==> src/rtl/dir_pkg.sv <==
package dir_pkg;

    typedef enum logic [1:0] {
        OP_READ    = 2'd0,
        OP_WRITE   = 2'd1,
        OP_UPGRADE = 2'd2,
        OP_REPLACE = 2'd3
    } dir_op_e;

    typedef enum logic [1:0] {
        ST_IDLE  = 2'd0,
        ST_INVAL = 2'd1,
        ST_FETCH = 2'd2
    } dir_st_e;

    // index of the lowest set bit, 0 when none
    function automatic int unsigned first_set(input logic [31:0] v);
        int unsigned r;
        r = 0;
        for (int i = 31; i >= 0; i--) begin
            if (v[i]) r = i;
        end
        return r;
    endfunction

    function automatic int unsigned count_set(input logic [31:0] v);
        int unsigned n;
        n = 0;
        for (int i = 0; i < 32; i++) begin
            n += v[i];
        end
        return n;
    endfunction

endpackage

==> src/rtl/dir_entry_ram.sv <==
module dir_entry_ram #(
    parameter int NCACHE = 4,
    parameter int NLINE  = 4
) (
    input  logic                       clk,
    input  logic                       rst,
    input  logic                       wr_en,
    input  logic [$clog2(NLINE)-1:0]   wr_line,
    input  logic [NCACHE:0]            wr_data,
    input  logic [$clog2(NLINE)-1:0]   rd_line,
    output logic [NCACHE:0]            rd_data
);
    localparam int EW = NCACHE + 1;

    logic [EW-1:0] entry_q [NLINE];

    always_ff @(posedge clk) begin
        if (rst) begin
            for (int i = 0; i < NLINE; i++) entry_q[i] <= '0;
        end else if (wr_en) begin
            entry_q[wr_line] <= wr_data;
        end
    end

    assign rd_data = entry_q[rd_line];

    AST_SINGLE_OWNER: assert property (@(posedge clk) disable iff (rst)
        (wr_en && wr_data[0]) |-> ($countones(wr_data[EW-1:1]) == 1));

endmodule

==> src/rtl/dir_inv_tracker.sv <==
module dir_inv_tracker
    import dir_pkg::*;
#(
    parameter int NCACHE = 4
) (
    input  logic                        clk,
    input  logic                        rst,
    input  logic                        load,
    input  logic [NCACHE-1:0]           load_mask,
    input  logic                        ack_valid,
    output logic                        inv_valid,
    output logic [$clog2(NCACHE)-1:0]   inv_idx,
    output logic                        done
);
    localparam int CW  = $clog2(NCACHE);
    localparam int CNW = $clog2(NCACHE + 1);

    logic [NCACHE-1:0] mask_q;
    logic [CNW-1:0]    owed_q;
    logic [CW-1:0]     pick;
    logic [NCACHE-1:0] pick_bit;

    assign pick     = CW'(first_set(32'(mask_q)));
    assign pick_bit = {{(NCACHE-1){1'b0}}, 1'b1} << pick;
    assign done     = (mask_q == '0) && (owed_q == '0);

    always_ff @(posedge clk) begin
        if (rst) begin
            mask_q    <= '0;
            owed_q    <= '0;
            inv_valid <= 1'b0;
            inv_idx   <= '0;
        end else begin
            inv_valid <= 1'b0;
            if (load) begin
                mask_q <= load_mask;
                owed_q <= CNW'(count_set(32'(load_mask)));
            end else begin
                if (mask_q != '0) begin
                    inv_valid <= 1'b1;
                    inv_idx   <= pick;
                    mask_q    <= mask_q & ~pick_bit;
                end
                if (ack_valid && owed_q != '0) owed_q <= owed_q - 1'b1;
            end
        end
    end

    AST_INV_HAS_ACK_DUE: assert property (@(posedge clk) disable iff (rst)
        inv_valid |-> (owed_q != '0));

    AST_IDLE_ACK_NO_EFFECT: assert property (@(posedge clk) disable iff (rst)
        (!load && ack_valid && owed_q == '0) |=> (owed_q == '0));

endmodule

==> src/rtl/dir_home_ctrl.sv <==
module dir_home_ctrl
    import dir_pkg::*;
#(
    parameter int NCACHE  = 4,
    parameter int NLINE   = 4,
    parameter int HOME_ID = 0
) (
    input  logic                        clk,
    input  logic                        rst,
    input  logic                        req_valid,
    input  logic [1:0]                  req_op,
    input  logic [$clog2(NCACHE)-1:0]   req_cache,
    input  logic [$clog2(NLINE)-1:0]    req_line,
    input  logic                        req_dirty,
    input  logic                        ack_valid,
    input  logic                        fetch_rsp_valid,
    output logic                        busy,
    output logic                        nack_valid,
    output logic [$clog2(NCACHE)-1:0]   nack_cache,
    output logic                        reply_valid,
    output logic [$clog2(NCACHE)-1:0]   reply_cache,
    output logic [$clog2(NLINE)-1:0]    reply_line,
    output logic                        reply_data,
    output logic                        inv_valid,
    output logic [$clog2(NCACHE)-1:0]   inv_cache,
    output logic [$clog2(NLINE)-1:0]    inv_line,
    output logic                        fetch_valid,
    output logic [$clog2(NCACHE)-1:0]   fetch_cache,
    output logic [$clog2(NLINE)-1:0]    fetch_line,
    output logic                        wb_valid,
    output logic [$clog2(NLINE)-1:0]    wb_line
);
    localparam int CW = $clog2(NCACHE);
    localparam int LW = $clog2(NLINE);
    localparam int EW = NCACHE + 1;
    localparam logic [CW-1:0] HOME = CW'(HOME_ID);

    dir_st_e         state_q, state_n;
    dir_op_e         t_op_q;
    logic [CW-1:0]   t_cache_q;
    logic [LW-1:0]   t_line_q;
    logic            t_data_q;

    // directory read side
    logic [LW-1:0]     rd_line;
    logic [EW-1:0]     rd_entry;
    logic              cur_dirty;
    logic [NCACHE-1:0] cur_pres;
    logic [CW-1:0]     owner;
    logic [NCACHE-1:0] req_bit, txn_bit, others;

    // write side and actions
    logic              wr_en;
    logic [EW-1:0]     wr_data;
    logic              go_reply, go_wb, go_fetch, accept, data_flag;
    logic              trk_load, trk_done, trk_inv;
    logic [NCACHE-1:0] trk_mask;
    logic [CW-1:0]     trk_idx;
    dir_op_e           op_in;

    assign op_in     = dir_op_e'(req_op);
    assign rd_line   = (state_q == ST_IDLE) ? req_line : t_line_q;
    assign cur_dirty = rd_entry[0];
    assign cur_pres  = rd_entry[EW-1:1];
    assign owner     = CW'(first_set(32'(cur_pres)));
    assign req_bit   = {{(NCACHE-1){1'b0}}, 1'b1} << req_cache;
    assign txn_bit   = {{(NCACHE-1){1'b0}}, 1'b1} << t_cache_q;
    assign others    = cur_pres & ~req_bit;
    assign accept    = (state_q == ST_IDLE) && req_valid;

    dir_entry_ram #(.NCACHE(NCACHE), .NLINE(NLINE)) u_ram (
        .clk     (clk),
        .rst     (rst),
        .wr_en   (wr_en),
        .wr_line (rd_line),
        .wr_data (wr_data),
        .rd_line (rd_line),
        .rd_data (rd_entry)
    );

    dir_inv_tracker #(.NCACHE(NCACHE)) u_trk (
        .clk       (clk),
        .rst       (rst),
        .load      (trk_load),
        .load_mask (trk_mask),
        .ack_valid (ack_valid),
        .inv_valid (trk_inv),
        .inv_idx   (trk_idx),
        .done      (trk_done)
    );

    always_comb begin
        state_n   = state_q;
        wr_en     = 1'b0;
        wr_data   = rd_entry;
        go_reply  = 1'b0;
        go_wb     = 1'b0;
        go_fetch  = 1'b0;
        trk_load  = 1'b0;
        trk_mask  = '0;
        data_flag = 1'b1;
        unique case (state_q)
            ST_IDLE: if (req_valid) begin
                unique case (op_in)
                    OP_READ: begin
                        if (cur_dirty && owner != HOME) begin
                            state_n  = ST_FETCH;
                            go_fetch = 1'b1;
                        end else begin
                            go_wb    = cur_dirty;
                            go_reply = 1'b1;
                            wr_en    = 1'b1;
                            wr_data  = {cur_pres | req_bit, 1'b0};
                        end
                    end
                    OP_WRITE, OP_UPGRADE: begin
                        data_flag = !(op_in == OP_UPGRADE && !cur_dirty
                                      && (cur_pres & req_bit) != '0);
                        if (cur_dirty && owner != HOME) begin
                            state_n  = ST_FETCH;
                            go_fetch = 1'b1;
                        end else if (cur_dirty || others == '0) begin
                            go_wb    = cur_dirty;
                            go_reply = 1'b1;
                            wr_en    = 1'b1;
                            wr_data  = {req_bit, 1'b1};
                        end else begin
                            state_n  = ST_INVAL;
                            trk_load = 1'b1;
                            trk_mask = others;
                        end
                    end
                    OP_REPLACE: begin
                        wr_en = 1'b1;
                        if (req_dirty) begin
                            go_wb   = 1'b1;
                            wr_data = '0;
                        end else begin
                            wr_data = {others, cur_dirty};
                        end
                    end
                    default: ;
                endcase
            end
            ST_INVAL: if (trk_done) begin
                state_n   = ST_IDLE;
                go_reply  = 1'b1;
                data_flag = t_data_q;
                wr_en     = 1'b1;
                wr_data   = {txn_bit, 1'b1};
            end
            ST_FETCH: if (fetch_rsp_valid) begin
                state_n   = ST_IDLE;
                go_reply  = 1'b1;
                go_wb     = 1'b1;
                data_flag = t_data_q;
                wr_en     = 1'b1;
                wr_data   = (t_op_q == OP_READ) ? {cur_pres | txn_bit, 1'b0}
                                                : {txn_bit, 1'b1};
            end
            default: ;
        endcase
    end

    always_ff @(posedge clk) begin
        if (rst) begin
            state_q     <= ST_IDLE;
            t_op_q      <= OP_READ;
            t_cache_q   <= '0;
            t_line_q    <= '0;
            t_data_q    <= 1'b0;
            nack_valid  <= 1'b0;
            nack_cache  <= '0;
            reply_valid <= 1'b0;
            reply_cache <= '0;
            reply_line  <= '0;
            reply_data  <= 1'b0;
            fetch_valid <= 1'b0;
            fetch_cache <= '0;
            fetch_line  <= '0;
            wb_valid    <= 1'b0;
            wb_line     <= '0;
        end else begin
            state_q     <= state_n;
            nack_valid  <= req_valid && (state_q != ST_IDLE);
            reply_valid <= go_reply;
            fetch_valid <= go_fetch;
            wb_valid    <= go_wb;
            if (req_valid && state_q != ST_IDLE) nack_cache <= req_cache;
            if (accept) begin
                t_op_q    <= op_in;
                t_cache_q <= req_cache;
                t_line_q  <= req_line;
                t_data_q  <= data_flag;
            end
            if (go_reply) begin
                reply_cache <= accept ? req_cache : t_cache_q;
                reply_line  <= rd_line;
                reply_data  <= data_flag;
            end
            if (go_fetch) begin
                fetch_cache <= owner;
                fetch_line  <= req_line;
            end
            if (go_wb) wb_line <= rd_line;
        end
    end

    assign busy      = (state_q != ST_IDLE);
    assign inv_valid = trk_inv;
    assign inv_cache = trk_idx;
    assign inv_line  = t_line_q;

    AST_NACK_WHILE_BUSY: assert property (@(posedge clk) disable iff (rst)
        (req_valid && busy) |=> nack_valid);
    AST_NO_NACK_IDLE: assert property (@(posedge clk) disable iff (rst)
        (req_valid && !busy) |=> !nack_valid);
    AST_FETCH_REMOTE_ONLY: assert property (@(posedge clk) disable iff (rst)
        fetch_valid |-> (fetch_cache != HOME));
    AST_FETCH_REPLY_APART: assert property (@(posedge clk) disable iff (rst)
        $onehot0({reply_valid, fetch_valid}));
    AST_INV_SKIPS_REQUESTER: assert property (@(posedge clk) disable iff (rst)
        inv_valid |-> (inv_cache != t_cache_q));
    AST_WB_CLOSES_TXN: assert property (@(posedge clk) disable iff (rst)
        wb_valid |-> !busy);

endmodule

==> config.mk <==
export PLATFORM = sky130hd
export DESIGN_NAME = dir_home_ctrl
export DESIGN_NICKNAME = d
export VERILOG_FILES = /design/src/rtl/dir_pkg.sv /design/src/rtl/dir_entry_ram.sv /design/src/rtl/dir_inv_tracker.sv /design/src/rtl/dir_home_ctrl.sv
export SDC_FILE = /design/constraint.sdc
export NUM_CORES = 1
export LEC_CHECK = 0
export ABC_AREA = 1
export BUFFER_PORTS_ARGS = -buffer_cell sky130_fd_sc_hd__buf_2
export CORE_ASPECT_RATIO = 1.4
export CORE_MARGIN = 4
export CORE_UTILIZATION = 45
export CTS_BUF_LIST = sky130_fd_sc_hd__clkbuf_16
export CTS_CLUSTER_SIZE = 12
export DETAILED_ROUTE_END_ITERATION = 6
export PLACE_DENSITY = 0.74
export SLEW_MARGIN = 0
export SYNTH_ARGS = -nofsm -noshare
export SYNTH_HDL_FRONTEND = slang
export SYNTH_HIERARCHICAL = 1
export SYNTH_SLANG_ARGS = --single-unit
==> constraint.sdc <==
create_clock -name clk -period 5.53 [get_ports clk]
set_input_delay 0.8295 -clock clk [delete_from_list [all_inputs] [get_ports clk]]
set_output_delay 0.8295 -clock clk [all_outputs]
set_load 0.03 [all_outputs]
* Word level (Yosys, flattened, before mapping) *
Memories as Yosys holds them, arrays and structs flattened.
Index checks and enable logic that the tools add are counted.

cells by class
  equality and inequality tests = 11
  reductions and logical operators = 30
  divide/modulo/power cells = 0
  magnitude comparators = 0
  bitwise gates (word level) = 8
  shift-type cells = 3
  add/sub/neg operators = 4
  mux-type cells = 78
  $mul = 0

operators with widths
  kind                                                               number
  5-bit two-way mux                                                  9
  2-bit two-way mux                                                  17
  1-bit two-way mux                                                  32
  5-bit one-hot mux with 3 select lines                              2
  4-bit two-way mux                                                  7
  1-bit one-hot mux with 3 select lines                              5
  4-bit AND                                                          3
  1-bit by 2-bit left shift with 4-bit output, first input constant  3
  4-bit logical NOT                                                  2
  4-bit inverter                                                     2
  4-bit bitwise OR                                                   2
  2-bit nonzero test                                                 4
  4-bit nonzero test                                                 2
  1-bit logical AND                                                  7
  7-bit AND reduction                                                1
  3-bit by 1-bit adder with 3-bit output                             2
  2-bit == test, second input constant                               3
  2-bit logical NOT                                                  3
  3-bit two-way mux                                                  2
  2-bit != test, second input constant                               3
  2-bit one-hot mux with 3 select lines                              1
  3-bit nonzero test                                                 2
  5-bit OR reduction                                                 1
  2-bit by 1-bit == test with 1-bit output, second input constant    2
  14 further kinds                                                   17

storage, ports and cells
  bits in writable memories = 20
  register bits = 36
  bits in latches = 0
  bits in read-only memories = 0
  memories = 1

memory list
  memory         depth  width  rd ports  clocked after Yosys merged registers in  wr ports  RTL line             text
  u_ram.entry_q  4      5      1         0                                        4         dir_entry_ram.sv:15  logic [EW-1:0] entry_q [NLINE];

* Logic depth before layout (Yosys ltp) *
Gate-level depths: netlist of the first run.
An unclocked memory read counts as a cell.

  word-level depth = 18
  depth in mapped cells = 26

* Hierarchy *
Netlist of the first run, hierarchy kept.

modules (own cells, without submodules)
  module           cells each  seq. area each (um2)  times used  area each (um2)
  dir_home_ctrl    271         520.5                 1           1784.2
  dir_entry_ram    117         600.6                 1           1004.7
  dir_inv_tracker  78          200.2                 1           565.5

* Worst setup path before layout of the first run *
OpenSTA, ideal clock, no wires.

  kind = register to register
  from = register state_q[0]
  to = register u_trk.owed_q[1]
  stages on the path, launching flop included = 27
  path buffers = 2
  data arrival time = 4.396 ns
  period minus slack after synthesis = 4.527 ns
  data required time = 5.400 ns
  slack = 1.003 ns
  cell sequence = dfxtp_1 > inv_1 > ha_1 > clkbuf_1 > inv_1 > or2_2 > o21ai_0 > inv_1 > buf_2 > nand2_1 > nand3_1 > nand2_1 > nand2_1 > nand2_2 > o21ai_4 > nor3_1 > inv_1 > nor2_1 > inv_1 > fa_1 > inv_1 > ha_1 > ha_1 > nand2_1 > o21ai_0 > nand2_1 > a21oi_2

between the ends
  elaborated cells between the ends (all ways) = 27
  those cells by class = add/sub: 3; mux: 16; bitwise: 1; reduce/logical: 6; memory: 1

RTL lines
  what                                                            RTL line               text
  start, declared                                                 dir_home_ctrl.sv:38    dir_st_e state_q, state_n;
  start signal, assigned                                          dir_home_ctrl.sv:184   state_q <= state_n;
  2-bit logical NOT *                                             dir_home_ctrl.sv:62    assign rd_line = (state_q == ST_IDLE) ? req_line : t_line_q;
  2-bit two-way mux *                                             dir_home_ctrl.sv:62
  net rd_line[0]                                                  dir_home_ctrl.sv:45    logic [LW-1:0] rd_line;
  memory read 4 x 5 bit *                                         --
  net rd_entry[1]                                                 dir_home_ctrl.sv:46    logic [EW-1:0] rd_entry;
  4-bit AND                                                       dir_home_ctrl.sv:68    assign others = cur_pres & ~req_bit;
  4-bit logical NOT                                               dir_home_ctrl.sv:122   end else if (cur_dirty || others == '0) begin
  1-bit logical OR                                                dir_home_ctrl.sv:122
  1-bit two-way mux                                               dir_home_ctrl.sv:122
  1-bit two-way mux *                                             dir_home_ctrl.sv:119   if (cur_dirty && owner != HOME) begin
  1-bit two-way mux *                                             dir_home_ctrl.sv:104   unique case (op_in)
  1-bit two-way mux *                                             dir_home_ctrl.sv:103   ST_IDLE: if (req_valid) begin
  1-bit two-way mux *                                             dir_home_ctrl.sv:102   unique case (state_q)
  net trk_load                                                    dir_home_ctrl.sv:56    logic trk_load, trk_done, trk_inv;
  3-bit two-way mux / 2-bit nonzero test (equally long branches)  --
  end signal, assigned                                            dir_inv_tracker.sv:37  owed_q <= CNW'(count_set(32'(load_mask)));
  end signal, assigned                                            dir_inv_tracker.sv:44  if (ack_valid && owed_q != '0) owed_q <= owed_q - 1'b1;
  end, declared                                                   dir_inv_tracker.sv:19  logic [CNW-1:0] owed_q;

Mark *: on every way through the listed nets, which the timed path passes. The rest lies on a longest branch.
A chain may end at the register's enable or synchronous reset.

* Worst setup path after layout of the first run *
  from = register state_q[0]
  to = register u_trk.owed_q[1]

between the ends
  elaborated cells between the ends (all ways) = 27
  those cells by class = add/sub: 3; mux: 16; bitwise: 1; reduce/logical: 6; memory: 1

RTL lines
  what                                                            RTL line              text
  2-bit logical NOT *                                             dir_home_ctrl.sv:62
  2-bit two-way mux *                                             dir_home_ctrl.sv:62
  net rd_line[0]                                                  dir_home_ctrl.sv:45
  memory read 4 x 5 bit *                                         --
  net rd_entry[3]                                                 dir_home_ctrl.sv:46
  2-bit two-way mux (3 in a row)                                  dir_pkg.sv:21         if (v[i]) r = i;
  2-bit nonzero test                                              dir_home_ctrl.sv:119
  1-bit logical AND                                               dir_home_ctrl.sv:119
  1-bit two-way mux *                                             dir_home_ctrl.sv:119
  1-bit two-way mux *                                             dir_home_ctrl.sv:104
  1-bit two-way mux *                                             dir_home_ctrl.sv:103
  1-bit two-way mux *                                             dir_home_ctrl.sv:102
  net trk_load                                                    dir_home_ctrl.sv:56
  3-bit two-way mux / 2-bit nonzero test (equally long branches)  --

Marked as above.

==> flow_metrics.tcl, run 1 <==
set metrics [dict create \
    syn_area_mm2 0.00335 \
    rows 37 \
    ant_nets 0 \
    maxSlewViolCount 0 \
    hold_viol_final 0 \
    critPathBufInv 8 \
    required_ns 5.70 \
    endpoint_kind "flip-flop" \
    antennaDiodeCount 0 \
    postCtsSetupBuffers 0 \
    io_buffer_count 34 \
    synthAdderAreaFrac 0.0545 \
    timing.hold.ws_ns 0.446 \
    critical-path-top-delay-family "buffers and inverters" \
    synth-xor-area-share 0 \
    yosysWarnings 6 \
    clockRootBuffer "clkbuf_16" \
    vias 3106 \
    cts_max_level 2 \
    io_pins 35 \
    syn_avg_cell_area_um2 7.20 \
    synthToLayoutAreaGrowth_pct 11.2 \
    grt_pass1_vias 2900 \
    grt_max_degree 21 \
    gp_congestion 0.887 \
    antenna_found_initial 0 \
    rsz0062_at_grt "no" \
    grt_overflow 0 \
    drive_gt1_frac 0.141 \
    cp_slowest_cell "fa_1" \
    nFillCells 761 \
    ys_seq_elements 56 \
    crit_arrival_ns 4.77 \
    synth_top_family_by_area "simple AND/OR/NAND/NOR gates" \
    drt-initial-drc-count 254 \
    multi_input_area_mm2 0.00165 \
    max-clock-path-buffers 2 \
    synth.top_cell.area_share 0.215 \
    cts_resized 0 \
    dpl_worst_slack_ns 0.898 \
    hold_buffers 0 \
    p_leak_nw 1.79 \
    layout_common_cells "nand2_1 (98), inv_1 (73), nor2_1 (49)" \
    path_class "reg -> reg" \
    drv_cap 0 \
    max_stage_delay_ns 0.49 \
    finClkSkew_ns 0.00770 \
    cellPowerDensity_mw_per_mm2 600 \
    relSlewSlack 0.461 \
    die_area_mm2 0.00892 \
    crit_path_frequent_cell "inv_1" \
    crit_fanout 15 \
    synthTopCellsByArea "dfxtp_1 (21%), edfxtp_1 (18%), nand2_1 (11%)" \
    largest_reg_flops 20 \
    grtUsageTotal 0.190 \
    fin_ws_ns 0.929 \
    core_mm2 0.00731 \
    nets 521 \
    min_period_ns 4.60 \
    hp-class "reg -> reg" \
    setup_viol 0 \
    worstSetupStartpointType "flip-flop" \
    status "complete, no violations" \
    cts_inserted_buffers 5 \
    yosysUniqueCellTypes 34 \
    wire_per_inst_um 13.9 \
    clkSinkCount 56 \
    cts_tree "built" \
    wirelength_um 8260 \
    start_util 0.459 \
    fmax_mhz 217 \
    drt_first_pass_iters 5 \
    largestRegisters "u_ram/entry_q x20, u_trk/mask_q x4, u_trk/owed_q x3" \
    clk_latency_ns 0.30 \
    synth_compound_area_frac 0.148 \
    r2r_setup_slack_ns 0.93 \
    muxShareOfSynthArea 0 \
    seq_area_frac_synth 0.394 \
    tightest_slew_ns 0.802 \
    ir_drop_v 0.000217 \
    synthesis.nets 492 \
    grt_pass1_wl_um 13200 \
    setup_tns_ns 0 \
    synthCells 466 \
    yosys.area.top_type "dfxtp_1" \
    largest-register "u_ram/entry_q" \
    remaining_drc_errors 0 \
    path_clk_slew_ns 0.07 \
    viasPerCell 5.24 \
    seqCellArea_mm2 0.00132 \
    dp_hpwl_um 6330 \
    chipHeight_um 110 \
    yosys.area_share.simple 0.288 \
    finalCritPeriodShare 0.832 \
    die_w_um 81.0 \
    layout_commonest_cell "nand2_1" \
]
## final cells by class
class / instances / area share
clock buffers: 6 / 0.0403
repair buffers: 35 / 0.0477
inverters: 80 / 0.0805
clock inverters: 2 / 0.00336
well taps: 97 / 0.0326
multi-input cells: 317 / 0.441
flip-flops and latches: 56 / 0.354
## per-layer routing
| metal | global-route usage | routed length, µm | part of all wire | vias to the layer above |
|---|---|---|---|---|
| met3 | 0.0285 | 373 | 0.045 | 12 |
| met5 | 0 | 0 | 0 | - |
| li1 | - | - | - | 1570 |
| met1 | 0.219 | 3360 | 0.41 | 1436 |
| met4 | 0.0773 | 178 | 0.022 | 0 |
| met2 | 0.346 | 4350 | 0.53 | 88 |
## cell usage after synthesis
master and number:
a211oi_1 5, a21boi_0 1, a21oi_1 28, a21oi_2 4
a22oi_1 1, a31oi_1 8, a31oi_4 1, buf_2 2
buf_4 1, buf_6 3, clkbuf_1 6, clkbuf_8 1
clkinv_1 2, dfxtp_1 36, edfxtp_1 20, fa_1 1
ha_1 13, inv_1 73, inv_2 5, nand2_1 98
nand2_2 6, nand2_4 2, nand3_1 43, nand3_2 3
nand4_1 1, nor2_1 49, nor2_2 1, nor3_1 14
o211ai_1 4, o21ai_0 25, o21ai_2 1, o21ai_4 1
o22ai_1 3, or2_2 4
## final timing paths
check | startpoint | endpoint | cells after the start
hold / removal | wb_line[1] | wb_line[1] | 2
setup / recovery | state_q[0] | u_trk/owed_q[1] | 26
hold reg to reg | wb_line[1] | wb_line[1] | 2
setup reg to reg | state_q[0] | u_trk/owed_q[1] | 26
## cells by family after synthesis
group,count (synthesis)
AOI/OAI and AO/OA,82
adders and majority gates,14
DFF,56
buffers and inverters,93
and+or+nand+nor,221
## through the flow
step                      utilization  cell area [µm²]  power (W)  std cells
after detailed placement        0.488             3570    0.00189        585
after global placement          0.488             3570    0.00187        585
after CTS                       0.510             3730    0.00223        593
after global routing            0.510             3730    0.00240        593
final                           0.510             3730    0.00224        593
after floorplan                     -             3350    0.00160        466
## report_power, final
group          total, W  switching [W]  leakage (nW)  internal [W]
logic           0.00129       0.000920          1.21      0.000370
registers      0.000608      0.0000546         0.503      0.000554
clock network  0.000338       0.000143        0.0796      0.000195
total           0.00224        0.00112          1.79       0.00112
## worst reg2reg max path, delay by kind of cell (launching register included)
| kind | cells | cell delay [ns] |
|---|---|---|
| adder cells (fa/ha/maj) | 4 | 1.26 |
| buffers and inverters | 8 | 1.29 |
| AND/OR/NAND/NOR | 10 | 1.23 |
| AO/OA/AOI/OAI | 4 | 0.32 |
| flip-flops | 1 | 0.38 |
Note: power is estimated with default switching activity, not from simulation.
==> inputs of run 2 (changes only) <==
clock period = 4.6 ns   (was 5.53 ns; I/O delays follow)
==> flow_metrics.tcl, run 2 (same netlist as run 1, synthesis figures left out) <==
set metrics [dict create \
    clockPowerShare 0.144 \
    io_pins 35 \
    hold_viol_final 0 \
    gp_congestion 0.888 \
    core_mm2 0.00731 \
    p_leak_nw 1.81 \
    intPower_w 0.00136 \
    grt_max_degree 21 \
    wire_per_inst_um 13.8 \
    r2r_cells 25 \
    layout_commonest_cell "nand2_1" \
    chipHeight_um 110 \
    nFillCells 781 \
    drt-initial-drc-count 238 \
    die_w_um 81.0 \
    hold_buffers 0 \
    dp_hpwl_um 6400 \
    drv_cap 0 \
    io_buffer_count 34 \
    endpoint_kind "flip-flop" \
    rsz0062_at_grt "no" \
    tightest_slew_ns 0.544 \
    hold_depth 2 \
    maxSlewViolCount 0 \
    crit_arrival_ns 4.31 \
    largest_reg_flops 20 \
    grtUsageTotal 0.192 \
    switching_power_w 0.00136 \
    instances_no_fill 599 \
    cts_tree "built" \
    power_w 0.00272 \
    largest-register "u_ram/entry_q" \
    multi_input_area_mm2 0.00165 \
    synthToLayoutAreaGrowth_pct 12.3 \
    antennaDiodeCount 0 \
    fmax_mhz 242 \
    start_util 0.459 \
    postCtsSetupBuffers 0 \
    required_ns 4.78 \
    max-clock-path-buffers 2 \
    finClkSkew_ns 0.0105 \
    clkSinkCount 56 \
    die_area_mm2 0.00892 \
    grt_overflow 0 \
    crit_fanout 15 \
    antenna_found_initial 0 \
    relSlewSlack 0.637 \
    clockRootBuffer "clkbuf_16" \
    cts_resized 0 \
    drive_gt1_frac 0.157 \
    worstSetupStartpointType "flip-flop" \
    min_period_ns 4.13 \
    cts_inserted_buffers 5 \
    grt_pass1_vias 2953 \
    viasPerCell 5.28 \
    dp_cells 591 \
    ant_nets 0 \
    drt_first_pass_iters 5 \
    largestRegisters "u_ram/entry_q x20, u_trk/mask_q x4, u_trk/owed_q x3" \
    switching_share 0.502 \
    path_class "reg -> reg" \
    vias 3162 \
    rows 37 \
    status "complete, no violations" \
    finalCritPeriodShare 0.899 \
    power_frac_seq 0.270 \
    setup_tns_ns 0 \
    seqCellArea_mm2 0.00132 \
    path_clk_slew_ns 0.08 \
    ir_drop_v 0.000382 \
    hp-class "reg -> reg" \
    clk_latency_ns 0.30 \
    setup_viol 0 \
    remaining_drc_errors 0 \
    cellPowerDensity_mw_per_mm2 722 \
    nets 527 \
    wirelength_um 8240 \
    p_comb_frac 0.586 \
    grt_pass1_wl_um 13300 \
    cts_max_level 2 \
    timing.hold.ws_ns 0.452 \
    layout_common_cells "nand2_1 (98), inv_1 (72), nor2_1 (49)" \
]
[run 2: changes by cell type in the layout (fill, tap and decap cells not counted)]
cell / delta
inv_1: -1
inv_2: +1
clkinv_1: -2
inv_8: +1
clkinvlp_4: +2
buf_4: +6
clkbuf_16: -1
[run 2: power groups by stage]
stage | combinational (W) | clock [W] | sequential, W
floorplan | 0.00108 | 0 | 0.000846
global placement | 0.00155 | 0 | 0.000737
detailed placement | 0.00157 | 0 | 0.000745
CTS | 0.00158 | 0.000402 | 0.000735
global route | 0.00177 | 0.000421 | 0.000752
finish | 0.00159 | 0.000392 | 0.000733
[run 2: path summary, 6_finish.rpt]
path,from,end,slack [ns]
max reg2reg,state_q[0],u_trk/owed_q[1],0.47
min reg2reg,wb_line[1],wb_line[1],0.45
min,wb_line[1],wb_line[1],0.45
max,state_q[0],u_trk/owed_q[1],0.47
[run 2: metrics by stage]
step / cell area (µm²) / setup slack (ns) / util
final: 3770 / 0.466 / 0.515
after global routing: 3770 / 0.0650 / 0.515
after CTS: 3760 / 0.256 / 0.515
after detailed placement: 3610 / 0.251 / 0.494
after global placement: 3610 / 0.406 / 0.494
after floorplan: 3350 / 0.0735 / -
[run 2: metal layers]
metal / track usage / up-vias / share of wire / wire [µm]
met5: 0 / - / 0 / 0
met2: 0.341 / 89 / 0.51 / 4230
li1: - / 1580 / - / -
met3: 0.0285 / 24 / 0.036 / 297
met1: 0.223 / 1469 / 0.41 / 3400
met4: 0.0930 / 0 / 0.038 / 314
[run 2: layout make-up]
type | count | share of cell area
clock buffer | 5 | 0.0332
clock inverter | 3 | 0.00731
inverter | 80 | 0.0807
multi-input combinational | 317 | 0.437
sequential | 56 | 0.351
tap | 97 | 0.0322
timing repair buffer | 41 | 0.0591
[run 2: critical path, cell delays in order (launching register included)]
cell and delay (ns):
dfxtp_1 0.38, inv_1 0.08, ha_1 0.22, inv_1 0.08, or2_2 0.10, o21ai_0 0.13, inv_2 0.25, clkinvlp_4 0.24
nand2_1 0.11, nand3_1 0.07, nand2_1 0.21, nand2_1 0.12, nand2_2 0.10, o21ai_4 0.09, nor3_1 0.21, inv_1 0.12
nor2_1 0.11, inv_1 0.08, fa_1 0.54, inv_1 0.05, ha_1 0.17, ha_1 0.28, nand2_1 0.06, o21ai_0 0.07
nand2_1 0.08, a21oi_2 0.05
==> inputs of run 3 (changes only) <==
CELL_PAD_IN_SITES_DETAIL_PLACEMENT = 1   (was unset)
CELL_PAD_IN_SITES_GLOBAL_PLACEMENT = 1   (was unset)
CORE_UTILIZATION = 43   (was 45)
PLACE_DENSITY = 0.9   (was 0.74)
==> flow_metrics.tcl, run 3 (same netlist as run 1, synthesis figures left out) <==
set metrics [dict create \
    status "complete, no violations" \
    grt_pass1_vias 3349 \
    layout_commonest_cell "nand2_1" \
    wire_per_inst_um 15.6 \
    endpoint_kind "flip-flop" \
    dp_cells 587 \
    antennaDiodeCount 0 \
    largest-register "u_ram/entry_q" \
    layout_common_cells "nand2_1 (98), inv_1 (73), nor2_1 (49)" \
    maxSlewViolCount 0 \
    synthToLayoutAreaGrowth_pct 11.3 \
    drt-initial-drc-count 100 \
    clkSinkCount 56 \
    relSlewSlack 0.533 \
    ant_nets 0 \
    tightest_slew_ns 0.693 \
    io_buffer_count 34 \
    instances_no_fill 595 \
    cts_tree "built" \
    final_util 0.501 \
    finalCritPeriodShare 0.903 \
    holdCritStartpoint "wb_line[0]" \
    rr_startpoint "state_q[0]" \
    clk_latency_ns 0.30 \
    cts_inserted_buffers 5 \
    remaining_drc_errors 0 \
    clockRootBuffer "clkbuf_16" \
    rows 37 \
    fmax_mhz 241 \
    viasPerCell 5.28 \
    path_class "reg -> reg" \
    largestRegisters "u_ram/entry_q x20, u_trk/mask_q x4, u_trk/owed_q x3" \
    gp_congestion 0.922 \
    cts_resized 0 \
    cts_max_level 2 \
    vias 3140 \
    chipHeight_um 113 \
    p_leak_nw 1.79 \
    grtUsageTotal 0.217 \
    ir_drop_v 0.000248 \
    core_mm2 0.00745 \
    io_pins 35 \
    hold_viol_final 0 \
    grt_overflow 0 \
    drive_gt1_frac 0.147 \
    largest_reg_flops 20 \
    worstSetupStartpointType "flip-flop" \
    hp-class "reg -> reg" \
    grt_max_degree 21 \
    min_period_ns 4.15 \
    grt_pass1_wl_um 15700 \
    die_area_mm2 0.00930 \
    drv_cap 0 \
    nFillCells 993 \
    die_w_um 82.6 \
    dp_hpwl_um 7310 \
    rsz0062_at_grt "no" \
    drt_first_pass_iters 4 \
    wirelength_um 9310 \
    start_util 0.450 \
    max-clock-path-buffers 2 \
    finClkSkew_ns 0.00568 \
    setup_tns_ns 0 \
    setup_viol 0 \
    nets 523 \
    crit_fanout 10 \
    crit_arrival_ns 4.32 \
    antenna_found_initial 0 \
    cellPowerDensity_mw_per_mm2 732 \
    path_clk_slew_ns 0.08 \
    postCtsSetupBuffers 0 \
    startpoint "state_q[0]" \
    required_ns 4.77 \
    hold_buffers 0 \
]
==> run 3: final cells by class <==
| class | instances | area (µm²) | share of cell area |
|---|---|---|---|
| sequential | 56 | 1320 | 0.354 |
| timing repair buffer | 37 | 193 | 0.0516 |
| clock inverter | 3 | 27.5 | 0.00737 |
| inverter | 80 | 300 | 0.0804 |
| clock buffer | 5 | 125 | 0.0335 |
| multi-input combinational | 317 | 1650 | 0.441 |
| tap | 97 | 121 | 0.0325 |
==> run 3: worst max-delay path: stages (launching register included) <==
cell      delay (ns)
dfxtp_1         0.40
inv_1           0.09
ha_1            0.22
inv_1           0.10
or2_2           0.11
o21ai_0         0.10
inv_1           0.10
clkinv_1        0.26
nand2_1         0.17
nand3_1         0.10
nand2_1         0.21
nand2_1         0.13
nand2_2         0.10
o21ai_4         0.09
nor3_1          0.20
inv_1           0.12
nor2_1          0.11
inv_1           0.08
fa_1            0.54
inv_1           0.05
ha_1            0.19
ha_1            0.29
nand2_1         0.06
o21ai_0         0.08
nand2_1         0.09
a21oi_2         0.05
==> run 3: routing by layer <==
metal,vias to the layer above,track usage,part of all wire
li1,1565,-,-
met1,1512,0.244,0.40
met2,48,0.399,0.55
met3,15,0.0257,0.023
met4,0,0.0862,0.021
met5,-,0,0
==> run 3: path summary, 6_finish.rpt <==
check | cells past startpoint | slack (ns) | endpoint
worst min-delay path | 2 | 0.46 | wb_line[0]
worst min register to register | 2 | 0.46 | wb_line[0]
worst max-delay path | 25 | 0.45 | u_trk/owed_q[1]
worst max register to register | 25 | 0.45 | u_trk/owed_q[1]
==> run 3: stage by stage <==
step	setup slack, ns	cell area (µm²)	total power, W	hold slack (ns)
after floorplan	0.0735	3350	0.00193	0.460
after global placement	0.542	3580	0.00228	0.439
after detailed placement	0.370	3580	0.00234	0.441
after CTS	0.437	3730	0.00275	0.462
after global routing	0.113	3730	0.00297	0.492
final	0.445	3730	0.00273	0.460
==> run 3: report_power, final <==
part / switching [W] / internal [W] / leakage, nW
clock: 0.000184 / 0.000207 / 0.0719
combinational: 0.00115 / 0.000457 / 1.22
sequential: 0.0000676 / 0.000666 / 0.503
total: 0.00140 / 0.00133 / 1.79
